### config.mk
export PLATFORM = sky130hd
export DESIGN_NAME = can_mode_seq
export DESIGN_NICKNAME = d
export VERILOG_FILES = /design/src/rtl/can_mode_pkg.sv /design/src/rtl/can_sync_detect.sv /design/src/rtl/can_mode_fsm.sv /design/src/rtl/can_mode_seq.sv
export SDC_FILE = /design/constraint.sdc
export NUM_CORES = 1
export LEC_CHECK = 0
export ABC_AREA = 1
export BUFFER_PORTS_ARGS = -buffer_cell sky130_fd_sc_hd__buf_2
export CAP_MARGIN = 20
export CORE_AREA = 2 2 39 41
export CTS_BUF_LIST = sky130_fd_sc_hd__clkbuf_16
export CTS_CLUSTER_DIAMETER = 60
export DETAILED_ROUTE_END_ITERATION = 8
export DIE_AREA = 0 0 41 43
export GPL_ROUTABILITY_DRIVEN = 0
export HOLD_SLACK_MARGIN = 0.05
export SETUP_SLACK_MARGIN = 0.2
export SLEW_MARGIN = 40
export SYNTH_ARGS = -nofsm -noshare
export SYNTH_HDL_FRONTEND = slang
export SYNTH_SLANG_ARGS = --single-unit
### constraint.sdc
create_clock -name clk -period 1.1 [get_ports clk]
set_input_delay 0.22 -clock clk [delete_from_list [all_inputs] [get_ports clk]]
set_output_delay 0.22 -clock clk [all_outputs]
set_load 0.01 [all_outputs]
### src/rtl/can_mode_pkg.sv
package can_mode_pkg;

  typedef enum logic [1:0] {
    MODE_SLEEP  = 2'd0,
    MODE_INIT   = 2'd1,
    MODE_SYNC   = 2'd2,
    MODE_NORMAL = 2'd3
  } can_mode_e;

endpackage

### src/rtl/can_sync_detect.sv
module can_sync_detect #(
  parameter int unsigned SYNC_BITS = 11
) (
  input  logic clk,
  input  logic rst_n,
  input  logic hold_clear,
  input  logic bit_tick,
  input  logic rx_bit,
  output logic sync_done
);
  localparam int unsigned CW = $clog2(SYNC_BITS + 1);
  localparam logic [CW-1:0] RUN_MAX  = CW'(SYNC_BITS);
  localparam logic [CW-1:0] RUN_LAST = CW'(SYNC_BITS - 1);

  logic [CW-1:0] run_q;

  // run length of recessive strobes; cleared outside the sync wait
  always_ff @(posedge clk or negedge rst_n) begin
    if (!rst_n) begin
      run_q <= '0;
    end else if (hold_clear) begin
      run_q <= '0;
    end else if (bit_tick) begin
      if (!rx_bit) begin
        run_q <= '0;
      end else if (run_q != RUN_MAX) begin
        run_q <= run_q + 1'b1;
      end
    end
  end

  assign sync_done = !hold_clear && bit_tick && rx_bit && (run_q == RUN_LAST);

  a_r7_dominant_restart: assert property (@(posedge clk) disable iff (!rst_n)
    (!hold_clear && bit_tick && !rx_bit) |=> (run_q == '0));

  a_r8_no_tick_holds: assert property (@(posedge clk) disable iff (!rst_n)
    (!hold_clear && !bit_tick) |=> $stable(run_q));

  a_r6_run_bounded: assert property (@(posedge clk) disable iff (!rst_n)
    run_q <= RUN_MAX);

endmodule

### src/rtl/can_mode_fsm.sv
module can_mode_fsm
  import can_mode_pkg::*;
(
  input  logic      clk,
  input  logic      rst_n,
  input  logic      init_req,
  input  logic      sleep_req,
  input  logic      sync_done,
  output can_mode_e mode_q,
  output logic      pull_q
);
  can_mode_e mode_d;

  always_comb begin
    mode_d = mode_q;
    if (init_req) begin
      mode_d = MODE_INIT;
    end else if (sleep_req) begin
      mode_d = MODE_SLEEP;
    end else begin
      case (mode_q)
        MODE_SLEEP:  mode_d = MODE_SYNC;
        MODE_INIT:   mode_d = MODE_SYNC;
        MODE_SYNC:   mode_d = sync_done ? MODE_NORMAL : MODE_SYNC;
        MODE_NORMAL: mode_d = MODE_NORMAL;
        default:     mode_d = MODE_SLEEP;
      endcase
    end
  end

  always_ff @(posedge clk or negedge rst_n) begin
    if (!rst_n) begin
      mode_q <= MODE_SLEEP;
      pull_q <= 1'b1;
    end else begin
      mode_q <= mode_d;
      pull_q <= pull_q && (mode_d == MODE_SLEEP);
    end
  end

  a_r9_pullup_in_sleep: assert property (@(posedge clk) disable iff (!rst_n)
    pull_q |-> (mode_q == MODE_SLEEP));

  a_r9_pullup_one_way: assert property (@(posedge clk) disable iff (!rst_n)
    !$rose(pull_q));

  a_r6_sync_to_normal: assert property (@(posedge clk) disable iff (!rst_n)
    (mode_q == MODE_SYNC && sync_done && !init_req && !sleep_req) |=> (mode_q == MODE_NORMAL));

  a_r5_release_to_sync: assert property (@(posedge clk) disable iff (!rst_n)
    ((mode_q == MODE_INIT || mode_q == MODE_SLEEP) && !init_req && !sleep_req) |=> (mode_q == MODE_SYNC));

endmodule

### src/rtl/can_mode_seq.sv
module can_mode_seq
  import can_mode_pkg::*;
#(
  parameter int unsigned SYNC_BITS = 11
) (
  input  logic clk,
  input  logic rst_n,
  input  logic init_req,
  input  logic sleep_req,
  input  logic rx_bit,
  input  logic bit_tick,
  output logic init_ack,
  output logic sleep_ack,
  output logic busy_sync,
  output logic normal_mode,
  output logic tx_pullup_en
);
  can_mode_e mode_q;
  logic      pull_q;
  logic      sync_done;
  logic      not_syncing;

  assign not_syncing = (mode_q != MODE_SYNC);

  can_sync_detect #(.SYNC_BITS(SYNC_BITS)) u_sync (
    .clk       (clk),
    .rst_n     (rst_n),
    .hold_clear(not_syncing),
    .bit_tick  (bit_tick),
    .rx_bit    (rx_bit),
    .sync_done (sync_done)
  );

  can_mode_fsm u_fsm (
    .clk      (clk),
    .rst_n    (rst_n),
    .init_req (init_req),
    .sleep_req(sleep_req),
    .sync_done(sync_done),
    .mode_q   (mode_q),
    .pull_q   (pull_q)
  );

  assign init_ack     = (mode_q == MODE_INIT);
  assign sleep_ack    = (mode_q == MODE_SLEEP);
  assign busy_sync    = (mode_q == MODE_SYNC);
  assign normal_mode  = (mode_q == MODE_NORMAL);
  assign tx_pullup_en = pull_q;

  a_r2_one_status: assert property (@(posedge clk) disable iff (!rst_n)
    $countones({init_ack, sleep_ack, busy_sync, normal_mode}) == 1);

  a_r3_init_priority: assert property (@(posedge clk) disable iff (!rst_n)
    init_req |=> init_ack);

  a_r4_sleep_entry: assert property (@(posedge clk) disable iff (!rst_n)
    (sleep_req && !init_req) |=> (sleep_ack && !tx_pullup_en || sleep_ack && $past(tx_pullup_en)));

  a_r6_normal_via_sync: assert property (@(posedge clk) disable iff (!rst_n)
    $rose(normal_mode) |-> $past(busy_sync));

endmodule

-- After elaboration in Yosys (flattened, before gate mapping)
Cells that the tools add are included.
- flip-flop bits (word level): 7
- input bits: 6
- output and inout port bits: 5
- $add $sub $neg: 1
- equality and inequality tests: 7
- muxes and demuxes: 8
- reduce and logical (&&, ||, !) cells: 10
- operators with widths (kind ; count):
    $mux W4 ; 4
    $pmux W2 S3 ; 1
    $add A4 B1 Y4 const B ; 1
    $eq A2 B2 Y1 const B ; 2
    $eq A4 B4 Y1 const B ; 1
    $logic_and A1 B1 Y1 ; 4
    $logic_not A2 Y1 ; 2
    $mux W2 ; 2
    $ne A4 B4 Y1 const B ; 1
    $ne A3 B1 Y1 const B ; 1
    $eq A2 B1 Y1 const B ; 1
    $ne A2 B2 Y1 const B ; 1
    $reduce_and A2 Y1 ; 1
    $reduce_bool A2 Y1 ; 1
    $reduce_or A2 Y1 ; 1
    $logic_not A1 Y1 ; 1
    $mux W1 ; 1

-- Logic depth before layout (Yosys ltp)
- depth in word-level cells: 11
- depth in mapped cells: 8
- gate-level depth less buffers: 8

-- By module
From an unflattened synthesis, not the netlist that was laid out.
- cell total of the unflattened synthesis: 61
- area total of the unflattened synthesis: 435.4 µm²
- modules (own cells, without submodules) (module ; instances ; cells each ; area an instance (µm²) ; seq. area each (µm²)):
    can_sync_detect ; 1 ; 39 ; 287.8 ; 100.1
    can_mode_fsm ; 1 ; 14 ; 117.6 ; 76.3
    can_mode_seq ; 1 ; 8 ; 30.0 ; 0.0

-- Least setup slack after synthesis
Ideal clock, no wire load.
- kind: reg2reg
- start: reg u_sync.run_q[0]
- end: reg u_sync.run_q[1]
- data arrival time: 0.974 ns
- data required time: 1.024 ns
- slack: 0.050 ns
- stages on the path, launching flop included: 7
- buffers on the path: 0
- period minus slack after synthesis: 1.050 ns
- cell sequence: dfrtp_1 ha_1 nand3_1 nand2_1 nand2_2 nand2_1 o21ai_1
- word-level cells in the longest chain between the ends: 5
- RTL lines (element ; RTL line ; text):
    start: declaration ; can_sync_detect.sv:15 ; logic [CW-1:0] run_q;
    start signal: assignment ; can_sync_detect.sv:27 ; run_q <= run_q + 1'b1;
    $add A4 B1 Y4 ; can_sync_detect.sv:27 ;
    $mux W4 ; can_sync_detect.sv:26 ; end else if (run_q != RUN_MAX) begin
    $mux W4 ; can_sync_detect.sv:24 ; if (!rx_bit) begin
    $mux W4 ; can_sync_detect.sv:23 ; end else if (bit_tick) begin
    $mux W4 ; can_sync_detect.sv:21 ; end else if (hold_clear) begin
Parallel ways exist; a longest one is shown, timed or not. The select of a mux whose other input is x is not followed.
A chain may end at the register's enable or synchronous reset.

-- Final worst setup path
- start: reg u_fsm.mode_q[0]
- end: reg u_sync.run_q[3]
- word-level cells in the longest chain between the ends: 3
- RTL lines (element ; RTL line ; text):
    start: declaration ; can_mode_fsm.sv:9 ; output can_mode_e mode_q,
    start signal: assignment ; can_mode_fsm.sv:36 ; mode_q <= mode_d;
    $ne A2 B2 Y1 * ; can_mode_seq.sv:23 ; assign not_syncing = (mode_q != MODE_SYNC);
    $ne A3 B1 Y1 (no source line) or $reduce_bool A2 Y1 (tied branches) ; n/a ;
    $reduce_and A2 Y1 (no source line) ; n/a ;
Every way passes the cells marked *; elsewhere a longest branch is shown, timed or not.

==> flow_metrics.env <==
export IMPL_maxCapViolCount=0
export IMPL_hold_start="init_req"
export IMPL_cts_tree="built"
export IMPL_cts_root_buf="clkbuf_16"
export IMPL_crit_type="reg -> reg"
export IMPL_p_switching_mw=0.190
export IMPL_ff2ff_setup_slack_ns=-0.08
export IMPL_fin_tns_setup_ns=-0.362
export IMPL_initial_core_util_pct=30.3
export IMPL_grt_use_total_pct=13.7
export IMPL_p_leak_nw=0.376
export IMPL_clkTransAtPathRegs_ns=0.03
export IMPL_drc=0
export IMPL_wl_um=1020
export IMPL_first_iter_violations=5
export IMPL_hp_class="in -> reg"
export IMPL_critical_path_max_fanout=4
export IMPL_worstSetupStartpoint="u_fsm.mode_q[0]"
export IMPL_overflow=0
export IMPL_period_share_pct=107
export IMPL_critPathCapture="u_sync.run_q[3]"
export IMPL_ys_warn_count=0
export IMPL_nNetsFinal=88
export IMPL_grt_pass1_wl_um=1560
export IMPL_fin_util_pct=52.4
export IMPL_post_dp_cell_area_um2=514
export IMPL_syn_area_um2=419
export IMPL_hold_viol=0
export IMPL_p_per_area_nw_per_um2=1330
export IMPL_dieArea_um2=1760
export IMPL_rr_startpoint="u_fsm.mode_q[0]"
export IMPL_setup_viol=8
export IMPL_h_tree_depth=1
export IMPL_cts_buffers=3
export IMPL_synth_seq_cells=7
export IMPL_required_ns=1.26
export IMPL_post_drt_via_cell_ratio=4.52
export IMPL_switching_share_pct=19.6
export IMPL_rsz0062_at_grt="true"
export IMPL_diodes=0
export IMPL_ys_seq_area_share_pct=42.1
export IMPL_dp_cells=87
export IMPL_status="finished with violations"
export IMPL_max_stage_delay_ns=0.39
export IMPL_finClkSkew_ns=0.00292
export IMPL_drtPass1Iterations=4
export IMPL_timing_hold_ws_ns=0.137
export IMPL_cp_end_kind="flop"
export IMPL_rr_worst_depth=7
export IMPL_r2r_end="u_sync.run_q[3]"
export IMPL_synth_cells=59
export IMPL_synth_cell_types=11
export IMPL_critPathMostFrequentCell="nand2_4"
export IMPL_worstPathCellList="inv_2 -> nand2_4 -> buf_12 -> a21oi_4 -> buf_6 -> nand2_4 -> nor2_4"
export IMPL_clk_latency_ns=0.23
export IMPL_fmax_mhz=851
export IMPL_cts_sink_count=7
export IMPL_grt_pass1_vias=400
export IMPL_synth_avg_cell_area_um2=7.10
export IMPL_coreArea_um2=1380
export IMPL_port_buffers=10
export IMPL_ant_nets=0
export IMPL_synth_nets=67
export IMPL_drive_above_1_share_pct=51.9
export IMPL_min_period_ns=1.18
export IMPL_num_rows=14
export IMPL_tightest_slew_ns=0.198
export IMPL_slew_headroom_pct=86.7
export IMPL_layout_cells_non_filler=95
export IMPL_clockBufferDepth=2
export IMPL_hpwlAfterDp_um=633
export IMPL_antenna_found_initial=0
export IMPL_crit_slowest_cell="dfrtp_1"
export IMPL_areaGrowthSynthToFinish_pct=73.1
export IMPL_p_int_mw=0.777
export IMPL_clock_power_share_pct=63.2
export IMPL_ioPinCount=11
export IMPL_ir_drop_mv=0.667
export IMPL_vias=429
export IMPL_worst_slack_ns=-0.0750
export IMPL_pwr_share_seq_pct=28.1
export IMPL_pwr_share_comb_pct=8.6
export IMPL_grt_start_max_net_pins=8
export IMPL_violations="negative setup slack"
export IMPL_critPathArrivalTime_ns=1.34
export IMPL_wire_per_inst_um=10.7
export IMPL_stdcell_area_um2=726
export IMPL_dieHeight_um=43
export IMPL_slew_viol_final=0
export IMPL_fp_dieW_um=41
export IMPL_worstSetupStartpointType="flop"
==> area by class of cell <==
cell class | instances | area [um^2]
timing repair buffer | 16 | 126
multi-input combinational | 40 | 277
fill | 125 | 658
sequential | 7 | 179
clock buffer | 3 | 75.1
clock inverter | 1 | 3.75
inverter | 12 | 45.0
tap | 16 | 20.0
==> worst min-delay path by stage <==
| stage | slack (ns) | cells past startpoint | end |
|---|---|---|---|
| 2_1_floorplan | -0.08 | 0 | u_fsm.mode_q[0] |
| 3_3_place_gp | 0.06 | 1 | u_fsm.mode_q[0] |
| 3_5_place_dp | 0.06 | 1 | u_fsm.mode_q[0] |
| 4_1_cts | 0.13 | 2 | u_fsm.pull_q |
| 5_1_grt | 0.15 | 2 | u_fsm.pull_q |
| 6_report | 0.14 | 2 | u_fsm.pull_q |
==> metrics by stage <==
stage          setup WS [ns]  power, mW
2_1_floorplan          0.108      0.300
3_3_place_gp          0.0229      0.333
3_5_place_dp          0.0312      0.332
4_1_cts              -0.0458      0.973
5_1_grt               -0.131      0.994
6_report             -0.0750      0.966
==> critical path, delay by kind of cell (launching register included) <==
kind	cells	cell delay, ns
AO/OA/AOI/OAI	1	0.16
buffers and inverters	3	0.35
flip-flops	1	0.39
AND/OR/NAND/NOR	3	0.19
==> cell families after synthesis <==
group	after synthesis	share of synthesized area, %
AOI/OAI and AO/OA	3	6.27
adders and majority gates	2	5.97
buffers and inverters	12	10.7
DFF	7	42.1
and+or+nand+nor	35	34.9
==> Yosys cell counts, drive strengths merged <==
| library cell | instances | area [um^2] |
|---|---|---|
| nand3 | 6 | 30.0 |
| dfstp | 1 | 26.3 |
| dfrtp | 6 | 150 |
| nand2 | 18 | 72.6 |
| nor3 | 2 | 10.0 |
| inv | 12 | 45.0 |
| nor2 | 9 | 33.8 |
| ha | 2 | 25.0 |
| o21ai | 2 | 10.0 |
| a21oi | 1 | 16.3 |
==> registers in the layout, indices dropped and copies added (netlist names) <==
name,flops
u_sync.run_q,4
u_fsm.mode_q,2
u_fsm.pull_q,1
==> power by group through the flow <==
stage               clock network [mW]  logic [mW]  registers (mW)
floorplan                            0      0.0280           0.272
global placement                     0      0.0597           0.273
detailed placement                   0      0.0594           0.273
CTS                              0.623      0.0792           0.271
global route                     0.629      0.0927           0.273
finish                           0.611      0.0834           0.272
==> per-layer routing <==
| layer | vias up | GRT usage [%] | wire (um) |
|---|---|---|---|
| met5 | - | 0 | 0 |
| met4 | 0 | 12.0 | 22 |
| met3 | 4 | 1.57 | 31 |
| met2 | 10 | 21.9 | 525 |
| met1 | 198 | 14.8 | 440 |
| li1 | 217 | - | - |
==> layout by cell type, fill, tap and decap left out <==
cell type / count
ha_1: 1
nand2_2: 5
inv_2: 3
nor3_1: 1
dfstp_2: 1
ha_4: 1
dfrtp_2: 2
nor2_4: 2
nor2_2: 1
buf_4: 3
nand3_1: 4
buf_6: 3
clkbuf_16: 3
o21ai_1: 1
inv_1: 10
buf_12: 1
nand2_4: 3
nor2_1: 6
a21oi_4: 1
dlygate4sd3_1: 1
nand3_2: 2
o21ai_2: 1
buf_2: 8
nor3_2: 1
nand2_1: 10
dfrtp_1: 4
==> what timing repair did <==
action,in CTS,in global routing
hold buffers,1,0
setup buffers,3,0
setup endpoints to repair,10,10
pin swaps,4,5
endpoints found under the hold margin,7,0
gates resized for setup,9,15
Power figures use the tool's default switching activity.
